## config.mk

```make
export PLATFORM = sky130hd
export DESIGN_NAME = baud_gen
export DESIGN_NICKNAME = d
export VERILOG_FILES = /design/src/rtl/baud_pkg.sv /design/src/rtl/baud_edge_sync.sv /design/src/rtl/baud_prescaler.sv /design/src/rtl/baud_match_ctr.sv /design/src/rtl/baud_gen.sv
export SDC_FILE = /design/constraint.sdc
export NUM_CORES = 1
export LEC_CHECK = 0
export ABC_CLOCK_PERIOD_IN_PS = 4900
export BUFFER_PORTS_ARGS = -buffer_cell sky130_fd_sc_hd__buf_2
export CAP_MARGIN = 10
export CORE_MARGIN = 2
export CORE_UTILIZATION = 61
export DETAILED_ROUTE_END_ITERATION = 8
export PLACE_DENSITY = 0.93
export SKIP_CTS_REPAIR_TIMING = 1
export SLEW_MARGIN = 20
export SYNTH_ARGS = -nofsm -noshare
export SYNTH_HDL_FRONTEND = slang
export SYNTH_SLANG_ARGS = --single-unit
```

## constraint.sdc

```tcl
create_clock -name clk -period 4.9 [get_ports clk]
set_input_delay 0.735 -clock clk [delete_from_list [all_inputs] [get_ports clk]]
set_output_delay 0.735 -clock clk [all_outputs]
set_load 0.005 [all_outputs]
```

## src/rtl/baud_pkg.sv

```systemverilog
package baud_pkg;
    typedef enum logic {
        ST_OFF = 1'b0,
        ST_RUN = 1'b1
    } gen_state_t;

    localparam int SEL_W    = 4;
    localparam int NTAP     = 11;
    localparam int EXT_CODE = 11;
    localparam int TMR_CODE = 12;
    localparam int DIV_W    = 8;
    localparam int DIV_MIN  = 4;
endpackage

```

## src/rtl/baud_edge_sync.sv

```systemverilog
module baud_edge_sync (
    input  logic clk,
    input  logic rst_n,
    input  logic async_in,
    output logic rise_pulse
);
    logic s1, s2, s3;

    always_ff @(posedge clk or negedge rst_n) begin
        if (!rst_n) begin
            s1 <= 1'b0;
            s2 <= 1'b0;
            s3 <= 1'b0;
        end else begin
            s1 <= async_in;
            s2 <= s1;
            s3 <= s2;
        end
    end

    assign rise_pulse = s2 & ~s3;

    AST_EDGE_SINGLE: assert property (@(posedge clk) disable iff (!rst_n)
        rise_pulse |=> !rise_pulse);
endmodule

```

## src/rtl/baud_prescaler.sv

```systemverilog
module baud_prescaler
    import baud_pkg::*;
#(
    parameter int TAPS = NTAP
) (
    input  logic             clk,
    input  logic             rst_n,
    input  logic             run,
    input  logic [SEL_W-1:0] sel,
    input  logic             ext_pulse,
    input  logic             tmr_pulse,
    output logic             cnt_en
);
    localparam int PSC_W  = TAPS - 1;
    localparam int NCODES = 1 << SEL_W;

    logic [PSC_W-1:0]  psc;
    logic [NCODES-1:0] tap_en;

    always_ff @(posedge clk or negedge rst_n) begin
        if (!rst_n)
            psc <= '0;
        else if (!run)
            psc <= '0;
        else
            psc <= psc + 1'b1;
    end

    genvar gi;
    generate
        for (gi = 0; gi < NCODES; gi++) begin : g_tap
            if (gi == 0) begin : g_t0
                assign tap_en[gi] = run;
            end else if (gi < TAPS) begin : g_tn
                assign tap_en[gi] = run & (&psc[gi-1:0]);
            end else begin : g_pad
                assign tap_en[gi] = 1'b0;
            end
        end
    endgenerate

    always_comb begin
        if (int'(sel) < TAPS)
            cnt_en = tap_en[sel];
        else if (int'(sel) == EXT_CODE)
            cnt_en = run & ext_pulse;
        else if (int'(sel) == TMR_CODE)
            cnt_en = run & tmr_pulse;
        else
            cnt_en = 1'b0;
    end

    AST_OFF_NO_ENABLE: assert property (@(posedge clk) disable iff (!rst_n)
        !run |-> !cnt_en);
endmodule

```

## src/rtl/baud_match_ctr.sv

```systemverilog
module baud_match_ctr
    import baud_pkg::*;
(
    input  logic             clk,
    input  logic             rst_n,
    input  logic             run,
    input  logic             cnt_en,
    input  logic [DIV_W-1:0] div_eff,
    output logic             tick,
    output logic             baud
);
    logic [DIV_W-1:0] cnt;
    logic             hit;

    assign hit = (cnt >= div_eff - 1'b1);

    always_ff @(posedge clk or negedge rst_n) begin
        if (!rst_n) begin
            cnt  <= '0;
            tick <= 1'b0;
            baud <= 1'b0;
        end else if (!run) begin
            cnt  <= '0;
            tick <= 1'b0;
            baud <= 1'b0;
        end else if (cnt_en) begin
            if (hit) begin
                cnt  <= '0;
                tick <= 1'b1;
                baud <= ~baud;
            end else begin
                cnt  <= cnt + 1'b1;
                tick <= 1'b0;
            end
        end else begin
            tick <= 1'b0;
        end
    end

    AST_TICK_SINGLE: assert property (@(posedge clk) disable iff (!rst_n)
        tick |=> !tick);
    AST_TICK_TOGGLES: assert property (@(posedge clk) disable iff (!rst_n)
        tick |-> (baud != $past(baud)));
    AST_HOLD_NO_EN: assert property (@(posedge clk) disable iff (!rst_n)
        (run && !cnt_en) |=> ($stable(cnt) && $stable(baud)));
    AST_OFF_CLEARS: assert property (@(posedge clk) disable iff (!rst_n)
        !run |=> (cnt == '0 && !baud && !tick));
endmodule

```

## src/rtl/baud_gen.sv

```systemverilog
module baud_gen
    import baud_pkg::*;
(
    input  logic             clk,
    input  logic             rst_n,
    input  logic             pwr_en,
    input  logic             dir_en,
    input  logic [SEL_W-1:0] clk_sel,
    input  logic [DIV_W-1:0] divisor,
    input  logic             ext_clk,
    input  logic             tmr_clk,
    output logic             baud_clk,
    output logic             match_tick,
    output logic             div_fault
);
    gen_state_t       state, state_nx;
    logic             run;
    logic             ext_pulse, tmr_pulse, cnt_en;
    logic [DIV_W-1:0] div_eff;

    always_ff @(posedge clk or negedge rst_n) begin
        if (!rst_n)
            state <= ST_OFF;
        else
            state <= state_nx;
    end

    always_comb begin
        state_nx = state;
        run      = 1'b0;
        unique case (state)
            ST_OFF: begin
                if (pwr_en && dir_en)
                    state_nx = ST_RUN;          // GO
            end
            ST_RUN: begin
                run = 1'b1;
                if (!pwr_en || !dir_en)
                    state_nx = ST_OFF;          // STOP
            end
            default: state_nx = ST_OFF;
        endcase
    end

    assign div_fault = (divisor < DIV_W'(DIV_MIN));
    assign div_eff   = div_fault ? DIV_W'(DIV_MIN) : divisor;

    baud_edge_sync u_ext_sync (
        .clk       (clk),
        .rst_n     (rst_n),
        .async_in  (ext_clk),
        .rise_pulse(ext_pulse)
    );

    baud_edge_sync u_tmr_sync (
        .clk       (clk),
        .rst_n     (rst_n),
        .async_in  (tmr_clk),
        .rise_pulse(tmr_pulse)
    );

    baud_prescaler #(.TAPS(NTAP)) u_psc (
        .clk      (clk),
        .rst_n    (rst_n),
        .run      (run),
        .sel      (clk_sel),
        .ext_pulse(ext_pulse),
        .tmr_pulse(tmr_pulse),
        .cnt_en   (cnt_en)
    );

    baud_match_ctr u_ctr (
        .clk    (clk),
        .rst_n  (rst_n),
        .run    (run),
        .cnt_en (cnt_en),
        .div_eff(div_eff),
        .tick   (match_tick),
        .baud   (baud_clk)
    );

    AST_STOP_TAKEN: assert property (@(posedge clk) disable iff (!rst_n)
        (!pwr_en || !dir_en) |=> (state == ST_OFF));
    AST_FAULT_CLAMP: assert property (@(posedge clk) disable iff (!rst_n)
        div_fault |-> (u_ctr.div_eff == DIV_W'(DIV_MIN)));
endmodule

```

# Word-level counts from Yosys, hierarchy flattened
# Cells that the tools add are included.
[word_totals] inputBits=18 regBits=27 word_cells=74 out_inout_bits=3
[classes] n_mux=20 n_addsub=3 n_reduce_logical=14 magnitude_cmp=4 n_eq_ne=4 bitwise=18
[ops] cell="8-bit 2-to-1 mux" n=4
[ops] cell="1-bit AND" n=14
[ops] cell="1-bit 2-to-1 mux" n=13
[ops] cell="10-bit by 1-bit adder with 10-bit output (second input constant)" n=1
[ops] cell="10-bit 2-to-1 mux" n=1
[ops] cell="10-bit AND reduction" n=1
[ops] cell="9-bit AND reduction" n=1
[ops] cell="8-bit by 1-bit adder with 8-bit output (second input constant)" n=1
[ops] cell="8-bit greater-or-equal comparator" n=1
[ops] cell="8-bit by 3-bit less-than comparator with 1-bit output (second input constant)" n=1
[ops] cell="8-bit AND reduction" n=1
[ops] cell="8-bit by 1-bit subtractor with 8-bit output (second input constant)" n=1
[ops] cell="7-bit AND reduction" n=1
[ops] cell="6-bit AND reduction" n=1
[ops] cell="4-bit by 5-bit less-than comparator with 1-bit output (second input constant)" n=1
[ops] cell="5-bit AND reduction" n=1
[ops] cell="1-bit binary-select mux with 4-bit select" n=1
[ops] cell="4-bit by 3-bit equality test with 1-bit output (second input constant)" n=1
[ops] cell="4-bit equality test (second input constant)" n=1
[ops] cell="4-bit less-than comparator (second input constant)" n=1
[ops] cell="2-bit inequality test (second input constant)" n=2
[ops] cell="1-bit NOT" n=4
[ops] cell="2-bit AND reduction" n=2
[ops] cell="4-bit AND reduction" n=1
[ops] cell="other kinds (5)" n=6

# Longest topological paths before layout
# Gate-level depths: netlist (run 1).
[depth] word_depth=8 ltp_mapped=13 mapped_depth_nobuf=13

# Hierarchy
# Synthesis (run 1) repeated with hierarchy kept, for this count alone.
[hier_totals] cells_unflattened=175 hier_area_um2=1752.9
[by_module_without_submodules] mod="baud_match_ctr" seq_area_each_um2=250.2 area_per_inst_um2=863.3 cells_each=91 instances=1
[by_module_without_submodules] mod="baud_prescaler" seq_area_each_um2=250.2 area_per_inst_um2=615.6 cells_each=63 instances=1
[by_module_without_submodules] mod="baud_edge_sync" seq_area_each_um2=75.1 area_per_inst_um2=88.8 cells_each=4 instances=2
[by_module_without_submodules] mod="baud_gen" seq_area_each_um2=25.0 area_per_inst_um2=96.3 cells_each=13 instances=1

# Worst setup path before layout (run 1)
# OpenSTA, ideal clock, no wires.
[synth_timing] kind="input port to flip-flop" startpoint="input divisor[5]" endpoint="register u_ctr.cnt[6]" cell_stages=12 t_required_ns=4.833 arrival_ns=3.310 setup_time_ns=0.067 path_slack_ns=1.523 path_buffers=0 path_cell_list="nor4_1 > nand2b_1 > o21ai_0 > ha_1 > nand3b_1 > xor2_1 > ha_1 > o2111ai_1 > a21oi_1 > o22ai_1 > nor4b_1 > a311o_1"
[synth_between] elab_chain_len=7
[synth_lines] item="from (decl)" line="baud_gen.sv:9" source="input logic [DIV_W-1:0] divisor,"
[synth_lines] item="8-bit by 3-bit less-than comparator with 1-bit output" line="baud_gen.sv:45" source="assign div_fault = (divisor < DIV_W'(DIV_MIN));"
[synth_lines] item="8-bit 2-to-1 mux *" line="baud_gen.sv:46" source="assign div_eff = div_fault ? DIV_W'(DIV_MIN) : divisor;"
[synth_lines] item="8-bit by 1-bit subtractor with 8-bit output *" line="baud_match_ctr.sv:15" source="assign hit = (cnt >= div_eff - 1'b1);"
[synth_lines] item="8-bit greater-or-equal comparator *" line="baud_match_ctr.sv:15"
[synth_lines] item="8-bit 2-to-1 mux *" line="baud_match_ctr.sv:27" source="if (hit) begin"
[synth_lines] item="8-bit 2-to-1 mux *" line="baud_match_ctr.sv:26" source="end else if (cnt_en) begin"
[synth_lines] item="8-bit 2-to-1 mux *" line="baud_match_ctr.sv:22" source="end else if (!run) begin"
[synth_lines] item="to (signal assigned)" line="baud_match_ctr.sv:32" source="cnt <= cnt + 1'b1;"
[synth_lines] item="to (decl)" line="baud_match_ctr.sv:12" source="logic [DIV_W-1:0] cnt;"
# Every way passes the cells marked *; elsewhere a longest branch is shown, timed or not. The select of a mux whose other input is x is not followed.
# A chain may end at the register's enable or synchronous reset.

# Worst setup path in the final report (run 1)
[layout_timing] startpoint="input divisor[5]" endpoint="register u_ctr.cnt[2]"
# Same word-level chain as after synthesis.

==> results.toml, run 1 <==
[min_path]
min_path_type = "in -> async"

[worst_setup_path]
crit_type = "in -> reg"
crit_required_ps = 5130
cp-start-kind = "input pin"
path_common_cell = "ha_1"
cp_max_fo = 10
r2r_start = "u_psc.psc[0]$_DFF_PN0_"
critPathTopFamily = "compound AO/OA/AOI/OAI gates"
cp.arrival_ps = 3890
cp_num_buf_inv = 1
timing.rr.end = "u_ctr.cnt[6]$_DFFE_PN0P_"
crit_path_max_incr_delay_ps = 660
cp_slowest_cell = "o22ai_1"
crit_chain = "buf_2 -> nor4_1 -> nand2b_1 -> o21ai_0 -> ha_1 -> nand3b_1 -> xor2_1 -> ha_1 -> o2111ai_1 -> a21oi_1 -> o22ai_1 -> nand2b_4 -> o32ai_1"
regToRegSetupSlack_ps = 2340
r2r_cells = 10
crit_path_end_kind = "register"

[floorplan]
num_rows = 18
die_h_um = 56.3
die_x_um = 56.3
core_area_sq_um = 2520
start_util_pct = 66.0
pin_count = 21
die-area_sq_um = 3160

[timing]
tightest_slew_ps = 834
fin_crit_sh_pct = 74.7
max-slew-margin-rel_pct = 44.4
period_needed_ps = 3660
finalSetupTns_ps = 0
hold_viol = 0
finalMaxSlewViolations = 0
setup_ws_ps = 1240
fmax_ghz = 0.273
setup_viol = 0
skew_ps = 5.47
rsz0062_at_grt = "no"
whs_ps = 366

[yosys]
yosysWarnings = 0
synth_area_sq_um = 1670
synthTopCellsByCount = "dfrtp_1, nand2_1, ha_1, and2_1, nand3_1"
yosysTopAreaCell = "dfrtp_1"
syn_inst = 170
synth_seq_cells = 27
synth_top_area_share_pct = 40.6
ys_types = 46
synth_nets = 202
synth_area_leaders = "dfrtp_1, ha_1, nand2_1"
seq_area_frac_synth_pct = 40.6
synth_edf_count = 0
yosysMostFrequentCell = "dfrtp_1"
async_reset_ff_share_pct = 100
syn_avg_cell_area_sq_um = 9.80
synth-main-ff-cell = "dfrtp_1"

[clock_tree]
cts.reportedPaths.clkPinSlew_ps = 150
numCtsBuffers = 3
h-tree-depth = 1
clk_latency_ps = 330
cts_tree = "yes"
clock_sinks = 27
cts_max_path_buffers = 2
cts_root_buf = "clkbuf_4"

[final_layout]
design_area_sq_um = 1790
drive_gt1_share_pct = 17.0
n_antenna_cell = 0
syn_to_final_growth_pct = 7.59
final_nets = 221
postLayoutCoreUtil_pct = 71.0

[pwr]
peakVddDrop_mv = 0.259
p_per_area_nw_per_um2 = 214
leakage_nw = 0.855

[placed_design]
io_buffers = 20
place_ws_ps = 922
place.detailed.hpwl_um = 2540
place_congestion = 0.907
dpl-instance-area_sq_um = 1760

[route]
num_vias = 1338
drt_pass1_iterations = 4
routed_wl_um = 3250
initialDrtViolationCount = 48
drc = 0
wl_per_cell_um = 14.9
vias_per_cell = 6.14
ant_nets = 0

[run]
maxCapViolations = 0

[outcome]
status = "complete, no violations"

[global_route]
antenna_found_initial = 0
grt_start_max_net_pins = 28
grt_overflow = 0
grt_pass1_vias = 1315
grt_use_total_pct = 22.3
grt_first_pass_wirelength_um = 5710
[registers in the layout, summed over array words and instances (netlist names)]
name and count:
state 1, u_psc.psc 10, u_tmr_sync.s2 1, u_ctr.baud 1, u_tmr_sync.s1 1, u_ext_sync.s2 1, u_ext_sync.s1 1, u_tmr_sync.s3 1
u_ctr.cnt 8, u_ext_sync.s3 1, u_ctr.tick 1
[worst max-delay path by stage]
stage | endpoint | slack [ps] | depth (start not counted) | startpoint
5_1_grt | u_ctr.cnt[2]$_DFFE_PN0P_ | 960 | 14 | divisor[5]
4_1_cts | u_ctr.cnt[2]$_DFFE_PN0P_ | 1280 | 13 | divisor[5]
2_1_floorplan | u_ctr.cnt[6]$_DFFE_PN0P_ | 1520 | 12 | divisor[5]
3_5_place_dp | u_ctr.cnt[2]$_DFFE_PN0P_ | 920 | 13 | divisor[5]
3_3_place_gp | u_ctr.cnt[6]$_DFFE_PN0P_ | 1210 | 14 | divisor[5]
6_report | u_ctr.cnt[2]$_DFFE_PN0P_ | 1240 | 13 | divisor[5]
[power breakdown]
| group | switching (W) | internal [W] | leakage (nW) | total [W] |
|---|---|---|---|---|
| logic | 0.0000280 | 0.0000198 | 0.477 | 0.0000478 |
| registers | 0.00000710 | 0.000228 | 0.360 | 0.000235 |
| clock network | 0.0000677 | 0.0000333 | 0.0183 | 0.000101 |
[per-layer routing]
layer  vias up  global-route usage (%)  share of wire (%)  routed length (um)
met4         0                    5.10                1.4                  44
met1       631                    26.9                 42                1380
met2        43                    39.7                 51                1670
met5         -                       0                  0                   0
met3         8                    5.76                4.7                 152
li1        656                       -                  -                   -
[cells by family after synthesis]
group,after synthesis,share of synthesized area (%)
and+or+nand+nor,73,24.9
AOI/OAI and AO/OA,35,14.7
DFF,27,40.6
adders and majority gates,14,10.5
buffers and inverters,10,3.46
xor gates and xnor gates,9,4.73
muxes,2,1.20
[placed cells by master (no fill, tap or decap), types with 6 or more instances in the layout]
master and count:
a21oi_1 8, and2_1 10, buf_2 20, dfrtp_1 27
ha_1 14, nand2_1 17, nand3_1 10, nor2_1 8
xor2_1 6
[per-stage QoR]
| step | total power, W | std cells |
|---|---|---|
| after floorplan | 0.000268 | 170 |
| after global placement | 0.000283 | 214 |
| after detailed placement | 0.000287 | 214 |
| after CTS | 0.000389 | 218 |
| after global routing | 0.000408 | 218 |
| final | 0.000384 | 218 |
[cell type report]
cell class / instances / area, sq um
multi-input cells: 133 / 932
fillers: 189 / 731
flip-flops and latches: 27 / 676
repair buffers: 20 / 100
well taps: 30 / 37.5
clock buffers: 3 / 22.5
inverters: 4 / 15.0
clock inverters: 1 / 8.76
Note: power is estimated with default switching activity, not from simulation.
==> inputs of run 2 (changes only) <==
--- a/config.mk
+++ b/config.mk
@@ -5,13 +5,13 @@
 export SDC_FILE = /design/constraint.sdc
 export NUM_CORES = 1
 export LEC_CHECK = 0
-export ABC_CLOCK_PERIOD_IN_PS = 4900
+export ABC_CLOCK_PERIOD_IN_PS = 3400
 export BUFFER_PORTS_ARGS = -buffer_cell sky130_fd_sc_hd__buf_2
 export CAP_MARGIN = 10
 export CORE_MARGIN = 2
-export CORE_UTILIZATION = 61
+export CORE_UTILIZATION = 57
 export DETAILED_ROUTE_END_ITERATION = 8
-export PLACE_DENSITY = 0.93
+export PLACE_DENSITY = 0.89
 export SKIP_CTS_REPAIR_TIMING = 1
 export SLEW_MARGIN = 20
 export SYNTH_ARGS = -nofsm -noshare
==> constraint.sdc (replaced) <==
create_clock -name clk -period 3.4 [get_ports clk]
set_input_delay 0.51 -clock clk [delete_from_list [all_inputs] [get_ports clk]]
set_output_delay 0.51 -clock clk [all_outputs]
set_load 0.005 [all_outputs]
==> run 2 against run 1 <==
Against the previous run: worst hold slack worse by 200 ps; critical path type unchanged; sequential cell count did not move; power increased by 43%.
==> results.toml, run 2 (synthesis gave the netlist of run 1 again) <==
[outcome]
status = "complete, no violations"

[clock_tree]
clk_latency_ps = 330
cts_root_buf = "clkbuf_4"
cts_tree = "yes"
h-tree-depth = 1
cts.reportedPaths.clkPinSlew_ps = 140
numCtsBuffers = 3
cts_max_path_buffers = 2
clock_sinks = 27

[timing]
max-slew-margin-rel_pct = 51.8
finalSetupTns_ps = 0
hold_viol = 0
whs_ps = 161
setup_ws_ps = 334
period_needed_ps = 3070
fin_crit_sh_pct = 90.2
finalMaxSlewViolations = 0
skew_ps = 4.93
setup_viol = 0
fmax_ghz = 0.326
tightest_slew_ps = 723
rsz0062_at_grt = "no"

[run]
maxCapViolations = 0

[global_route]
grt_first_pass_wirelength_um = 5840
grt_start_max_net_pins = 28
antenna_found_initial = 0
grt_overflow = 0
grt_use_total_pct = 22.6
grt_pass1_vias = 1344

[worst_setup_path]
cp-start-kind = "input pin"
startpoint = "divisor[5]"
crit_path_end_kind = "register"
r2r_cells = 10
crit_type = "in -> reg"
crit_chain = "buf_2 -> nor4_2 -> nand2b_1 -> o21ai_0 -> ha_1 -> nand3b_1 -> xor2_1 -> ha_1 -> o2111ai_1 -> a21oi_1 -> o22ai_1 -> buf_4 -> nor3b_1 -> a311o_1"
crit_path_max_incr_delay_ps = 350
cp.arrival_ps = 3290
cp_slowest_cell = "a311o_1"
path_common_cell = "ha_1"
cp_max_fo = 10
timing.rr.end = "u_ctr.cnt[6]$_DFFE_PN0P_"
r2r_start = "u_psc.psc[0]$_DFF_PN0_"
crit_required_ps = 3630
regToRegSetupSlack_ps = 810

[pwr]
p_per_area_nw_per_um2 = 304
seqPwrFrac_pct = 61.9
total_power_w = 0.000548
p_sw_w = 0.000146
peakVddDrop_mv = 0.337
leakage_nw = 0.859
intPower_w = 0.000402
clkPwrFrac_pct = 25.2
swShare_pct = 26.6
combPwrFrac_pct = 12.9

[route]
routed.top_layer = "met4"
routed_wl_um = 3370
ant_nets = 0
wl_met2_um = 1850
vias_per_cell = 6.25
num_vias = 1376
initialDrtViolationCount = 44
drt_pass1_iterations = 4
wl_met1_um = 1360
drc = 0
wl_met3_um = 89
wl_per_cell_um = 15.3

[floorplan]
pin_count = 21
die_h_um = 58.1
die-area_sq_um = 3370
start_util_pct = 60.4
num_rows = 19
core_area_sq_um = 2760
die_x_um = 58.1

[final_layout]
drive_gt1_share_pct = 18.0
top_regs = "u_psc.psc (10), u_ctr.cnt (8)"
largest_reg_flops = 10
final_common_cell = "dfrtp_1"
syn_to_final_growth_pct = 8.26
final_nets = 222
layout_common_cells = "dfrtp_1, buf_2, nand2_1"
top_register = "u_psc.psc"
design_area_sq_um = 1800
n_antenna_cell = 0

[placed_design]
place_ws_ps = -79.7
place_congestion = 0.930
io_buffers = 20
place.detailed.hpwl_um = 2550
dpl-instance-area_sq_um = 1770

[min_path]
min_path_type = "in -> async"
run 2: cell type report:
cell class / instances / area, sq um
Fill cell: 226 / 955
Tap cell: 31 / 38.8
Clock buffer: 3 / 22.5
Sequential cell: 27 / 676
Inverter: 4 / 15.0
Timing Repair Buffer: 21 / 108
Multi-Input combinational cell: 133 / 938
Clock inverter: 1 / 5.00
run 2: critical path, delay by kind of cell:
kind,cells,cell delay (ps)
buffers and inverters,2,300
AOI/OAI and AO/OA,5,940
and+or+nand+nor,4,790
xor gates and xnor gates,1,170
adders and majority gates,2,580
run 2: how the worst max path moves through the flow:
stage	end	cells after the start
after global placement	u_ctr.cnt[6]$_DFFE_PN0P_	14
after global routing	u_ctr.cnt[6]$_DFFE_PN0P_	14
after CTS	u_ctr.cnt[6]$_DFFE_PN0P_	14
after detailed placement	u_ctr.cnt[6]$_DFFE_PN0P_	14
final	u_ctr.cnt[6]$_DFFE_PN0P_	14
after floorplan	u_ctr.cnt[6]$_DFFE_PN0P_	12
run 2: per-stage QoR:
stage / instances / util [%]
finish: 220 / 65.4
global route: 220 / 65.4
CTS: 220 / 65.2
detailed placement: 216 / 64.2
global placement: 216 / 64.2
floorplan: 170 / -
run 2: power groups by stage:
stage	Sequential [W]	Combinational [W]	Clock (W)
after floorplan	0.000339	0.0000467	0
after global placement	0.000344	0.0000647	0
after detailed placement	0.000345	0.0000695	0
after CTS	0.000339	0.0000700	0.000145
after global routing	0.000341	0.0000797	0.000154
final	0.000339	0.0000709	0.000138
run 2: routing by layer:
layer  up-vias  GRT usage, %
met3         8          4.02
met1       682          26.4
li1        662             -
met5         -             0
met4         0          7.97
met2        24          41.4
